==> src/rtl/hfd_pkg.sv <==
package hfd_pkg;

  // Strobes from the sequencer to the datapath
  typedef struct packed {
    logic loadOps;    // capture and prepare operands
    logic stepSub;    // one restoring subtraction
    logic stepShift;  // close the current digit
    logic finish;     // round, pack, publish
  } hfdCtrl_t;

  typedef enum logic [1:0] {
    ST_IDLE,
    ST_RUN,
    ST_FIN
  } hfdState_t;

endpackage

==> src/rtl/hfd_unpack.sv <==
module hfd_unpack #(
  parameter int FRAC_W = 24,
  parameter int EXP_W  = 7
) (
  input  logic [1+EXP_W+FRAC_W-1:0]    word,
  output logic                         sign,
  output logic signed [EXP_W+2:0]      expN,
  output logic [FRAC_W-1:0]            fracN,
  output logic                         isZero
);
  localparam int WORD_W = 1 + EXP_W + FRAC_W;
  localparam int ES_W   = EXP_W + 3;
  localparam int DIGITS = FRAC_W / 4;
  localparam int LZ_W   = $clog2(DIGITS + 1);

  logic [FRAC_W-1:0] fracRaw;
  logic [LZ_W-1:0]   lzCount;
  logic              seenDigit;

  assign fracRaw = word[FRAC_W-1:0];
  assign isZero  = (fracRaw == '0);

  // Count leading zero hex digits
  always_comb begin
    lzCount   = '0;
    seenDigit = 1'b0;
    for (int i = DIGITS - 1; i >= 0; i--) begin
      if (!seenDigit) begin
        if (fracRaw[i*4 +: 4] != 4'h0) seenDigit = 1'b1;
        else lzCount = lzCount + 1'b1;
      end
    end
  end

  always_comb begin
    if (isZero) begin
      sign  = 1'b0;
      expN  = '0;
      fracN = '0;
    end else begin
      sign  = word[WORD_W-1];
      fracN = fracRaw << {lzCount, 2'b00};
      expN  = $signed({{(ES_W-EXP_W){1'b0}}, word[WORD_W-2 -: EXP_W]})
            - $signed({{(ES_W-LZ_W){1'b0}}, lzCount});
    end
  end
endmodule

==> src/rtl/hfd_ctrl.sv <==
module hfd_ctrl
  import hfd_pkg::*;
(
  input  logic     clk,
  input  logic     rst,
  input  logic     startReq,
  input  logic     specialCase,
  input  logic     remGeDiv,
  input  logic     lastDigit,
  output hfdCtrl_t ctrl
);
  hfdState_t state, stateNxt;

  always_ff @(posedge clk) begin
    if (rst) state <= ST_IDLE;
    else     state <= stateNxt;
  end

  always_comb begin
    ctrl     = '0;
    stateNxt = state;
    unique case (state)
      ST_IDLE: begin
        if (startReq) begin
          ctrl.loadOps = 1'b1;
          stateNxt     = ST_RUN;
        end
      end
      ST_RUN: begin
        if (specialCase) begin
          stateNxt = ST_FIN;
        end else if (remGeDiv) begin
          ctrl.stepSub = 1'b1;
        end else begin
          ctrl.stepShift = 1'b1;
          if (lastDigit) stateNxt = ST_FIN;
        end
      end
      ST_FIN: begin
        ctrl.finish = 1'b1;
        stateNxt    = ST_IDLE;
      end
      default: stateNxt = ST_IDLE;
    endcase
  end
endmodule

==> src/rtl/hfd_dpath.sv <==
module hfd_dpath
  import hfd_pkg::*;
#(
  parameter int FRAC_W = 24,
  parameter int EXP_W  = 7
) (
  input  logic                         clk,
  input  logic                         rst,
  input  hfdCtrl_t                     ctrl,
  input  logic [1+EXP_W+FRAC_W-1:0]    dividendIn,
  input  logic [1+EXP_W+FRAC_W-1:0]    divisorIn,
  output logic                         remGeDiv,
  output logic                         lastDigit,
  output logic                         specialCase,
  output logic [1+EXP_W+FRAC_W-1:0]    quotientOut,
  output logic [2:0]                   condCode,
  output logic                         divCheck,
  output logic                         doneOut
);
  localparam int WORD_W = 1 + EXP_W + FRAC_W;
  localparam int ES_W   = EXP_W + 3;
  localparam int REM_W  = FRAC_W + 4;
  localparam int DIGITS = FRAC_W / 4;
  localparam int CNT_W  = $clog2(DIGITS);
  localparam int BIAS   = 1 << (EXP_W - 1);
  localparam int EMAX   = (1 << EXP_W) - 1;
  localparam logic signed [ES_W-1:0] BIAS_S = ES_W'(BIAS);
  localparam logic signed [ES_W-1:0] EMAX_S = ES_W'(EMAX);
  localparam logic signed [ES_W-1:0] ONE_S  = ES_W'(1);
  localparam logic signed [ES_W-1:0] ZERO_S = '0;

  // Operand normalizers
  logic                     signA, signB, zeroA, zeroB;
  logic signed [ES_W-1:0]   expA, expB;
  logic [FRAC_W-1:0]        fracA, fracB;

  hfd_unpack #(.FRAC_W(FRAC_W), .EXP_W(EXP_W)) uUnpackDvd (
    .word(dividendIn), .sign(signA), .expN(expA), .fracN(fracA), .isZero(zeroA)
  );
  hfd_unpack #(.FRAC_W(FRAC_W), .EXP_W(EXP_W)) uUnpackDvs (
    .word(divisorIn), .sign(signB), .expN(expB), .fracN(fracB), .isZero(zeroB)
  );

  // Working state
  logic [REM_W-1:0]       remR;
  logic [FRAC_W-1:0]      divR;
  logic [FRAC_W-1:0]      quoR;
  logic signed [ES_W-1:0] expR;
  logic                   signR;
  logic [CNT_W-1:0]       digitR;
  logic                   zeroDvdR, zeroDvsR;

  // Pre-scale decision at load
  logic                   geFirst;
  logic signed [ES_W-1:0] expLoad;
  logic [REM_W-1:0]       remLoad;

  assign geFirst = (fracA >= fracB);
  assign expLoad = expA - expB + BIAS_S + (geFirst ? ONE_S : ZERO_S);
  assign remLoad = geFirst ? {4'h0, fracA} : {fracA, 4'h0};

  assign remGeDiv    = (remR >= {4'h0, divR});
  assign lastDigit   = (digitR == CNT_W'(DIGITS - 1));
  assign specialCase = zeroDvdR | zeroDvsR;

  always_ff @(posedge clk) begin
    if (rst) begin
      remR     <= '0;
      divR     <= '0;
      quoR     <= '0;
      expR     <= '0;
      signR    <= 1'b0;
      digitR   <= '0;
      zeroDvdR <= 1'b0;
      zeroDvsR <= 1'b0;
    end else if (ctrl.loadOps) begin
      remR     <= remLoad;
      divR     <= fracB;
      quoR     <= '0;
      expR     <= expLoad;
      signR    <= signA ^ signB;
      digitR   <= '0;
      zeroDvdR <= zeroA;
      zeroDvsR <= zeroB;
    end else if (ctrl.stepSub) begin
      remR <= remR - {4'h0, divR};
      quoR <= quoR + 1'b1;
    end else if (ctrl.stepShift) begin
      remR <= remR << 4;
      if (!lastDigit) begin
        quoR   <= quoR << 4;
        digitR <= digitR + 1'b1;
      end
    end
  end

  // Rounding and packing
  logic                   roundUp;
  logic [FRAC_W:0]        qRnd;
  logic [FRAC_W-1:0]      fracFin;
  logic signed [ES_W-1:0] expFin;
  logic [WORD_W-1:0]      wordNxt;
  logic [2:0]             ccNxt;

  assign roundUp = (remR >= {1'b0, divR, 3'b000});
  assign qRnd    = {1'b0, quoR} + {{FRAC_W{1'b0}}, roundUp};
  assign fracFin = qRnd[FRAC_W] ? qRnd[FRAC_W:1] >> 3 : qRnd[FRAC_W-1:0];
  assign expFin  = qRnd[FRAC_W] ? expR + ONE_S : expR;

  always_comb begin
    if (zeroDvdR) begin
      wordNxt = '0;
      ccNxt   = 3'b000;
    end else if (expFin <= ZERO_S) begin
      wordNxt = '0;
      ccNxt   = 3'b100;
    end else if (expFin > EMAX_S) begin
      wordNxt = {signR, {(WORD_W-1){1'b1}}};
      ccNxt   = {1'b1, ~signR, signR};
    end else begin
      wordNxt = {signR, expFin[EXP_W-1:0], fracFin};
      ccNxt   = {1'b0, ~signR, signR};
    end
  end

  always_ff @(posedge clk) begin
    if (rst) begin
      quotientOut <= '0;
      condCode    <= '0;
      divCheck    <= 1'b0;
      doneOut     <= 1'b0;
    end else begin
      doneOut <= ctrl.finish;
      if (ctrl.finish) begin
        divCheck <= zeroDvsR;
        if (!zeroDvsR) begin
          quotientOut <= wordNxt;
          condCode    <= ccNxt;
        end
      end
    end
  end
endmodule

==> src/rtl/hex_float_div.sv <==
module hex_float_div
  import hfd_pkg::*;
#(
  parameter int FRAC_W = 24,
  parameter int EXP_W  = 7
) (
  input  logic                       clk,
  input  logic                       rst,
  input  logic                       startReq,
  input  logic [1+EXP_W+FRAC_W-1:0]  dividendIn,
  input  logic [1+EXP_W+FRAC_W-1:0]  divisorIn,
  output logic [1+EXP_W+FRAC_W-1:0]  quotientOut,
  output logic                       doneOut,
  output logic [2:0]                 condCode,
  output logic                       divCheck
);
  hfdCtrl_t ctrl;
  logic     remGeDiv, lastDigit, specialCase;

  hfd_ctrl uCtrl (
    .clk(clk), .rst(rst), .startReq(startReq),
    .specialCase(specialCase), .remGeDiv(remGeDiv), .lastDigit(lastDigit),
    .ctrl(ctrl)
  );

  hfd_dpath #(.FRAC_W(FRAC_W), .EXP_W(EXP_W)) uDpath (
    .clk(clk), .rst(rst), .ctrl(ctrl),
    .dividendIn(dividendIn), .divisorIn(divisorIn),
    .remGeDiv(remGeDiv), .lastDigit(lastDigit), .specialCase(specialCase),
    .quotientOut(quotientOut), .condCode(condCode),
    .divCheck(divCheck), .doneOut(doneOut)
  );
endmodule

==> config.mk <==
export PLATFORM = sky130hd
export DESIGN_NAME = hex_float_div
export DESIGN_NICKNAME = d
export VERILOG_FILES = /design/src/rtl/hfd_pkg.sv /design/src/rtl/hfd_unpack.sv /design/src/rtl/hfd_ctrl.sv /design/src/rtl/hfd_dpath.sv /design/src/rtl/hex_float_div.sv
export SDC_FILE = /design/constraint.sdc
export NUM_CORES = 1
export LEC_CHECK = 0
export ABC_CLOCK_PERIOD_IN_PS = 12360
export BUFFER_PORTS_ARGS = -buffer_cell sky130_fd_sc_hd__buf_4
export CORE_UTILIZATION = 50
export DETAILED_ROUTE_END_ITERATION = 10
export GPL_ROUTABILITY_DRIVEN = 0
export PLACE_DENSITY = 0.65
export SLEW_MARGIN = 0
export SYNTH_ARGS = -nofsm -noshare
export SYNTH_HDL_FRONTEND = slang
export SYNTH_SLANG_ARGS = --single-unit
==> constraint.sdc <==
create_clock -name clk -period 12.36 [get_ports clk]
set_input_delay 0 -clock clk [delete_from_list [all_inputs] [get_ports clk]]
set_output_delay 0 -clock clk [all_outputs]
set_load 0.005 [all_outputs]
=== Word level (Yosys, flattened, before mapping) ===
Cells that the tools add are included.
Widths: inputs -> output; s select.

* Flip-flop bits (word level): 131
* Bits in latches: 0
* Memory bits (writable): 0
* Memory bits (read-only): 0
* Input bits: 67
* Logic and storage cells: 149
* Memories: 0

* Add/sub/neg operators: 20
* Multiply operators: 0
* Divide/modulo/power cells: 0
* $lt $le $gt $ge: 5
* Eq/ne operators: 7
* Shift operators: 2
* Mux-type cells: 74
* Bitwise operators: 6
* Reductions and logical operators: 22

{| class="wikitable"
|+ Operators by type and width
! cell !! count
|-
| $mux 24 || 6
|-
| $mux 28 || 4
|-
| $mux 3 || 23
|-
| $mux 32 || 2
|-
| $logic_not 24->1 || 2
|-
| $reduce_bool 4->1 || 12
|-
| $shl 24x5->24 || 2
|-
| $add 3x1->3 const B || 11
|-
| $mux 31 || 1
|-
| $mux 10 || 3
|-
| $ge 28x24->1 || 1
|-
| $ge 28x27->1 || 1
|-
| $mux 1 || 28
|-
| $sub 28x24->28 || 1
|-
| $add 24x1->25 || 1
|-
| $add 24x1->24 const B || 1
|-
| $ge 24x24->1 || 1
|-
| $sub 7x3->8 || 2
|-
| $mux 2 || 6
|-
| $add 10x10->10 || 1
|-
| $add 10x2->10 const B || 1
|-
| $add 10x8->10 const B || 1
|-
| $gt 10x8->1 const B || 1
|-
| $le 10x1->1 const B || 1
|-
| 16 further kinds || 23
|}

=== Logic depth before layout (Yosys ltp) ===
* Depth after elaboration: 22
* Mapped depth: 35
* Gate-level depth less buffers: 35

=== Cells and area by module ===
From an unflattened synthesis, not the netlist that was laid out.

* Cell total of the unflattened synthesis: 1535
* Area total of the unflattened synthesis: 11991.5 um2

{| class="wikitable"
|+ Modules (own cells, without submodules)
! module !! times used !! cells an instance !! area an instance (um2)
|-
| hfd_dpath || 1 || 1197 || 9505.4
|-
| hfd_unpack (uDpath.uUnpackDvd) || 1 || 184 || 1323.8
|-
| hfd_unpack (uDpath.uUnpackDvs) || 1 || 143 || 1046.0
|-
| hfd_ctrl || 1 || 11 || 116.4
|}

=== Worst setup path after synthesis ===
Ideal clock, no wire load.

* Path kind: input -> register
* Start: input dividendIn[17]
* End: register uDpath.expR[8]
* Arrival: 6213 ps
* Required time: 12274 ps
* Path slack: 6062 ps
* Stages on the path: 34
* Cell sequence: or4_1 o21ai_0 inv_1 ha_1 nor2_1 nor2_1 ha_1 nand2_1 a31oi_1 ha_1 inv_1 or4_4 a21oi_1 o21ai_4 o211a_1 a211oi_1 ha_1 a21oi_1 o21ai_0 nor3_1 a211oi_1 nor2_1 clkinv_1 ha_1 fa_1 a21oi_1 nor2_1 nor2_1 o21bai_1 a21oi_1 o21bai_1 a21oi_1 xnor2_1 a211oi_1

* Cells in the longest elaborated chain, start to end: 20
* Elaborated cells on any way between the ends: 30

{| class="wikitable"
|+ RTL lines
! what !! RTL line !! RTL
|-
| start: declaration || hex_float_div.sv:10 || <nowiki>input logic [1+EXP_W+FRAC_W-1:0] dividendIn,</nowiki>
|-
| $reduce_bool 4->1 || hfd_unpack.sv:29 || <nowiki>if (fracRaw[i*4 +: 4] != 4'h0) seenDigit = 1'b1;</nowiki>
|-
| $mux 3 || hfd_unpack.sv:29 ||
|-
| $mux 3 || hfd_unpack.sv:28 || <nowiki>if (!seenDigit) begin</nowiki>
|-
| $add 3x1->3 || hfd_unpack.sv:30 || <nowiki>else lzCount = lzCount + 1'b1;</nowiki>
|-
| $mux 3 || hfd_unpack.sv:29 ||
|-
| $mux 3 || hfd_unpack.sv:28 ||
|-
| $add 3x1->3 || hfd_unpack.sv:30 ||
|-
| $mux 3 || hfd_unpack.sv:29 ||
|-
| [4 not listed] || - ||
|-
| $add 3x1->3 || hfd_unpack.sv:30 ||
|-
| $mux 3 || hfd_unpack.sv:29 ||
|-
| $mux 3 || hfd_unpack.sv:28 ||
|-
| $sub 7x3->8 / $shl 24x5->24 (equally long branches) || hfd_unpack.sv:44, hfd_unpack.sv:42 ||
|-
| $mux 10 / $mux 24 (equally long branches) || hfd_unpack.sv:36 || <nowiki>if (isZero) begin</nowiki>
|-
| $sub 10x10->10 / $ge 24x24->1 (equally long branches) || hfd_dpath.sv:59, hfd_dpath.sv:58 ||
|-
| $add 10x8->10 / $mux 1 (equally long branches) || hfd_dpath.sv:59 || <nowiki>assign expLoad = expA - expB + BIAS_S + (geFirst ? ONE_S : ZERO_S);</nowiki>
|-
| $add 10x10->10 (*) || hfd_dpath.sv:59 ||
|-
| end signal: assignment || hfd_dpath.sv:80 || <nowiki>expR <= expLoad;</nowiki>
|-
| end: declaration || hfd_dpath.sv:48 || <nowiki>logic signed [ES_W-1:0] expR;</nowiki>
|}

Every way passes the cells marked *; elsewhere a longest branch is shown, timed or not.
A chain may end at the register's enable or synchronous reset.

=== Worst setup path in the final report ===
Ends and elaborated chain as after synthesis.

==> impl_summary.txt <==
----------------------------------------------------
[Logic synthesis]
  Cells after Synth ... 1588
  Synthesized Nets ... 1766
  Number of flops mapped to enable cells by yosys ... 0
  Share of the yosys chip area belonging to registers ... 22.5%
  Post-synthesis cell type with the largest combined area ... sky130_fd_sc_hd__dfxtp_1
  Average footprint of a synthesized cell ... 7.28 um2
  Synth Warn # ... 0
  Top-area cell type share of the netlist area ... 22.5%
  Post-synth design cell area ... 11600 um2
  Cells taking the most area after synthesis ... sky130_fd_sc_hd__dfxtp_1 23%, sky130_fd_sc_hd__ha_1 12%, sky130_fd_sc_hd__nand2_1 7.8%, sky130_fd_sc_hd__nor2_1 5.6%, sky130_fd_sc_hd__a21oi_1 4.4%
  Synth unique cells ... 76
  Register bit count reported by yosys ... 130
  Dominant register cell in the synthesized netlist ... sky130_fd_sc_hd__dfxtp_1
  Share of async-settable or async-resettable flops after synthesis ... 0%

[Clock tree]
  Clk buf depth ... 2
  Post-cts gate resize count ... 0
  # Post-CTS Setup Buffers ... 0
  # H-tree levels ... 4
  CTS Hold Buffers Added ... 11
  Number of buffers created by CTS ... 17
  Source-to-sink clock delay at the later pin of the worst-skew pair ... 0.43 ns
  Clock transition time at the flip-flop clock pins of the worst setup and hold paths ... 0.07 ns
  TritonCTS clock tree ... done
  Number of sinks driven by the clock tree ... 130
  CTS Root Buffer Type ... sky130_fd_sc_hd__clkbuf_16

[Floorplanning]
  Die area ... 23700 um2
  Starting utilization of the core area ... 51.0%
  IO Count ... 104
  Number of standard-cell rows in the floorplan ... 55
  Area of the core region ... 22600 um2
  Die extent in y ... 154 um
  Die boundary width ... 154 um

[GRT]
  All-Layer GR Usage ... 30.8%
  Total gr overflow ... 0
  Pin count of the biggest net entering global routing ... 64
  Via count of the first global-routing pass ... 11000
  Initial antenna violation count ... 0
  First-pass GRT wire length ... 58700 um

[Pwr]
  Relative contribution of combinational cells to total power ... 58.4%
  Switching part of the total ... 47.6%
  Switching power ... 0.00124 W
  VDD IR max ... 0.150 mV
  Static leakage power ... 5.44 nW
  Relative contribution of sequential cells to total power ... 22.2%
  Design Power ... 0.00260 W
  Clock power share ... 19.4%
  Cell Int Power ... 0.00136 W
  Power Density ... 199 nW/um2

[STA]
  Worst slew margin relative to its limit ... 20.4%
  Final clock period utilization by the worst path ... 57.6%
  Clk_skew ... 0.0164 ns
  Final Hold Violating Endpoints ... 0
  Number of pins with negative max-slew slack in the final report ... 0
  Transition time at the pin with the least slew margin ... 1.19 ns
  Final setup TNS ... 0 ns
  Highest clock frequency the design can meet ... 0.140 GHz
  Setup repair after global routing missed its margin ... false
  Final setup violating endpoints ... 0
  Min cycle time layout ... 7.12 ns

[Worst setup path]
  Required @ worst endpoint ... 12.71 ns
  Sort of element at the start of the critical path ... input port
  Setup Crit Path Kind ... in -> reg
  Largest fanout on the critical path ... 22
  Arrival time of the worst setup path ... 7.47 ns
  Peak per-stage delay on the critical path ... 0.57 ns
  Slowest cell on the critical path ... sky130_fd_sc_hd__or4_1
  Crit end category ... register

[Layout]
  Area grow syn2layout ... 13.3%
  Final cell area excluding filler cells ... 13100 um2
  Number of antenna cells inserted ... 0
  Count of placed standard cells in the final layout, fillers left out ... 1943
  Filler cells ... 2184
  Number of nets at the end of the flow ... 1823
  Share of layout cells above drive strength 1 ... 11.6%

[Placed design]
  Quantity of I/O buffers inserted on ports ... 103
  Placed inst area ... 12400 um2
  Placed Instances ... 1900
  Placed wire-length estimate ... 27600 um

[Drt]
  Vias per cell ... 6.14
  Number of detailed-route iterations in the first pass ... 6
  Final routed DRC violation total ... 0
  Total routed wirelength ... 36500 um
  Violation count after the first detailed-routing iteration ... 1117
  Remaining antenna violation count ... 0
  Vias after detailed routing ... 11900
  Detailed-route wire length per cell ... 18.8 um

[Hold path]
  Worst Hold Class ... in -> reg

[Flow run]
  Max-cap check violation count ... 0

[Outcome]
  Result of the run ... finished clean

----------------------------------------------------
cell usage after synthesis (5+ instances only):
library cell / count
sky130_fd_sc_hd__xnor2_1: 35
sky130_fd_sc_hd__a22oi_1: 7
sky130_fd_sc_hd__a31oi_1: 18
sky130_fd_sc_hd__and2_1: 9
sky130_fd_sc_hd__buf_1: 5
sky130_fd_sc_hd__buf_2: 26
sky130_fd_sc_hd__nand2_1: 240
sky130_fd_sc_hd__o211a_1: 5
sky130_fd_sc_hd__o211ai_1: 20
sky130_fd_sc_hd__a221oi_1: 16
sky130_fd_sc_hd__nand2b_1: 14
sky130_fd_sc_hd__clkbuf_1: 53
sky130_fd_sc_hd__o21a_1: 8
sky130_fd_sc_hd__mux2i_1: 35
sky130_fd_sc_hd__mux2_2: 11
sky130_fd_sc_hd__o21ai_0: 83
sky130_fd_sc_hd__o22ai_1: 13
sky130_fd_sc_hd__o21bai_1: 11
sky130_fd_sc_hd__a21oi_1: 102
sky130_fd_sc_hd__dfxtp_1: 130
sky130_fd_sc_hd__and4_1: 8
sky130_fd_sc_hd__nand3_1: 42
sky130_fd_sc_hd__nor2b_1: 19
sky130_fd_sc_hd__nor3_1: 41
sky130_fd_sc_hd__or3_1: 13
sky130_fd_sc_hd__nor2_1: 172
sky130_fd_sc_hd__nand3b_1: 6
sky130_fd_sc_hd__ha_1: 107
sky130_fd_sc_hd__xor2_1: 39
sky130_fd_sc_hd__a21o_1: 23
sky130_fd_sc_hd__nor4_1: 16
sky130_fd_sc_hd__or4_1: 13
sky130_fd_sc_hd__o21ai_1: 35
sky130_fd_sc_hd__and3_1: 14
sky130_fd_sc_hd__inv_1: 63
sky130_fd_sc_hd__a211oi_1: 29
sky130_fd_sc_hd__nand4_1: 23
stage by stage:
stage          setup slack [ns]  utilization (%)  hold slack (ns)
3_5_place_dp               4.93             54.8            0.360
2_1_floorplan              6.06                -            0.148
4_1_cts                    5.36             57.8           0.0104
5_1_grt                    4.71             57.8           0.0402
6_report                   5.24             57.8           0.0153
3_3_place_gp               5.19             54.8            0.350
cell families after synthesis:
group	count (synthesis)	synth area share, %
simple gates	655	26.8
compound gates	415	23.0
buf+inv	156	5.62
flops	130	22.5
fa+ha+maj	111	12.3
xor+xnor	74	5.61
mux	47	4.23
placed cells by master (no fill, tap or decap), types with 14 or more instances in the layout:
cell type,Yosys,final
sky130_fd_sc_hd__nand2_1,240,240
sky130_fd_sc_hd__nor2_1,172,170
sky130_fd_sc_hd__dfxtp_1,130,130
sky130_fd_sc_hd__buf_4,1,115
sky130_fd_sc_hd__ha_1,107,107
sky130_fd_sc_hd__a21oi_1,102,102
sky130_fd_sc_hd__o21ai_0,83,83
sky130_fd_sc_hd__inv_1,63,63
sky130_fd_sc_hd__nand3_1,42,42
sky130_fd_sc_hd__nor3_1,41,40
sky130_fd_sc_hd__xor2_1,39,39
sky130_fd_sc_hd__xnor2_1,35,35
sky130_fd_sc_hd__mux2i_1,35,34
sky130_fd_sc_hd__o21ai_1,35,34
sky130_fd_sc_hd__a211oi_1,29,29
sky130_fd_sc_hd__a21o_1,23,23
sky130_fd_sc_hd__nand4_1,23,23
sky130_fd_sc_hd__o211ai_1,20,20
sky130_fd_sc_hd__nor2b_1,19,19
sky130_fd_sc_hd__a31oi_1,18,18
sky130_fd_sc_hd__clkbuf_16,0,17
sky130_fd_sc_hd__nor4_1,16,16
sky130_fd_sc_hd__a221oi_1,16,16
sky130_fd_sc_hd__nand2b_1,14,14
sky130_fd_sc_hd__and3_1,14,14
worst paths after layout:
path                         startpoint                    end  slack [ns]  cells past startpoint
setup / recovery         dividendIn[17]         uDpath.expR[8]        5.24                     36
hold / removal            divisorIn[31]           uDpath.signR        0.02                      4
setup reg to reg         uDpath.divR[8]  uDpath.quotientOut[1]        6.34                     22
hold reg to reg   uDpath.quotientOut[3]  uDpath.quotientOut[3]        0.45                      2
critical path, delay by kind of cell:
family                     cells  cell delay [ns]
and+or+nand+nor                9             1.77
buffers and inverters          5             0.87
adders and majority gates      6             1.88
AOI/OAI and AO/OA             15             2.86
xor gates and xnor gates       1             0.08
area by class of cell:
class,count,area (um2),area share (%)
Timing Repair Buffer,126,973,7.44
Clock inverter,14,145,1.11
Sequential cell,130,2600,19.9
Tap cell,285,357,2.72
Inverter,68,260,1.99
Multi-Input combinational cell,1302,8320,63.6
Clock buffer,18,429,3.28
power by group through the flow:
stage	registers (W)	clock network, W	logic, W
6_report	0.000578	0.000506	0.00152
3_5_place_dp	0.000585	0	0.00147
2_1_floorplan	0.000554	0	0.00111
3_3_place_gp	0.000583	0	0.00147
5_1_grt	0.000587	0.000531	0.00167
4_1_cts	0.000575	0.000510	0.00149
sequential cells by signal, summed over array words and instances (netlist names):
register / flops
uDpath.quotientOut: 31
uDpath.remR: 28
uDpath.divR: 24
uDpath.quoR: 24
uDpath.expR: 10
uDpath.condCode: 3
uDpath.digitR: 3
uCtrl.state: 2
uDpath.divCheck: 1
uDpath.doneOut: 1
uDpath.signR: 1
uDpath.zeroDvdR: 1
uDpath.zeroDvsR: 1
routing by layer:
layer  global-route usage, %  vias up  share of wire [%]
met4                    11.7        0                3.2
met5                       0        -                  0
met2                    51.2      476                 46
met3                    3.83       89                6.1
li1                        -     5827                  -
met1                    40.5     5544                 44
Note: power is estimated with default switching activity, not from simulation.
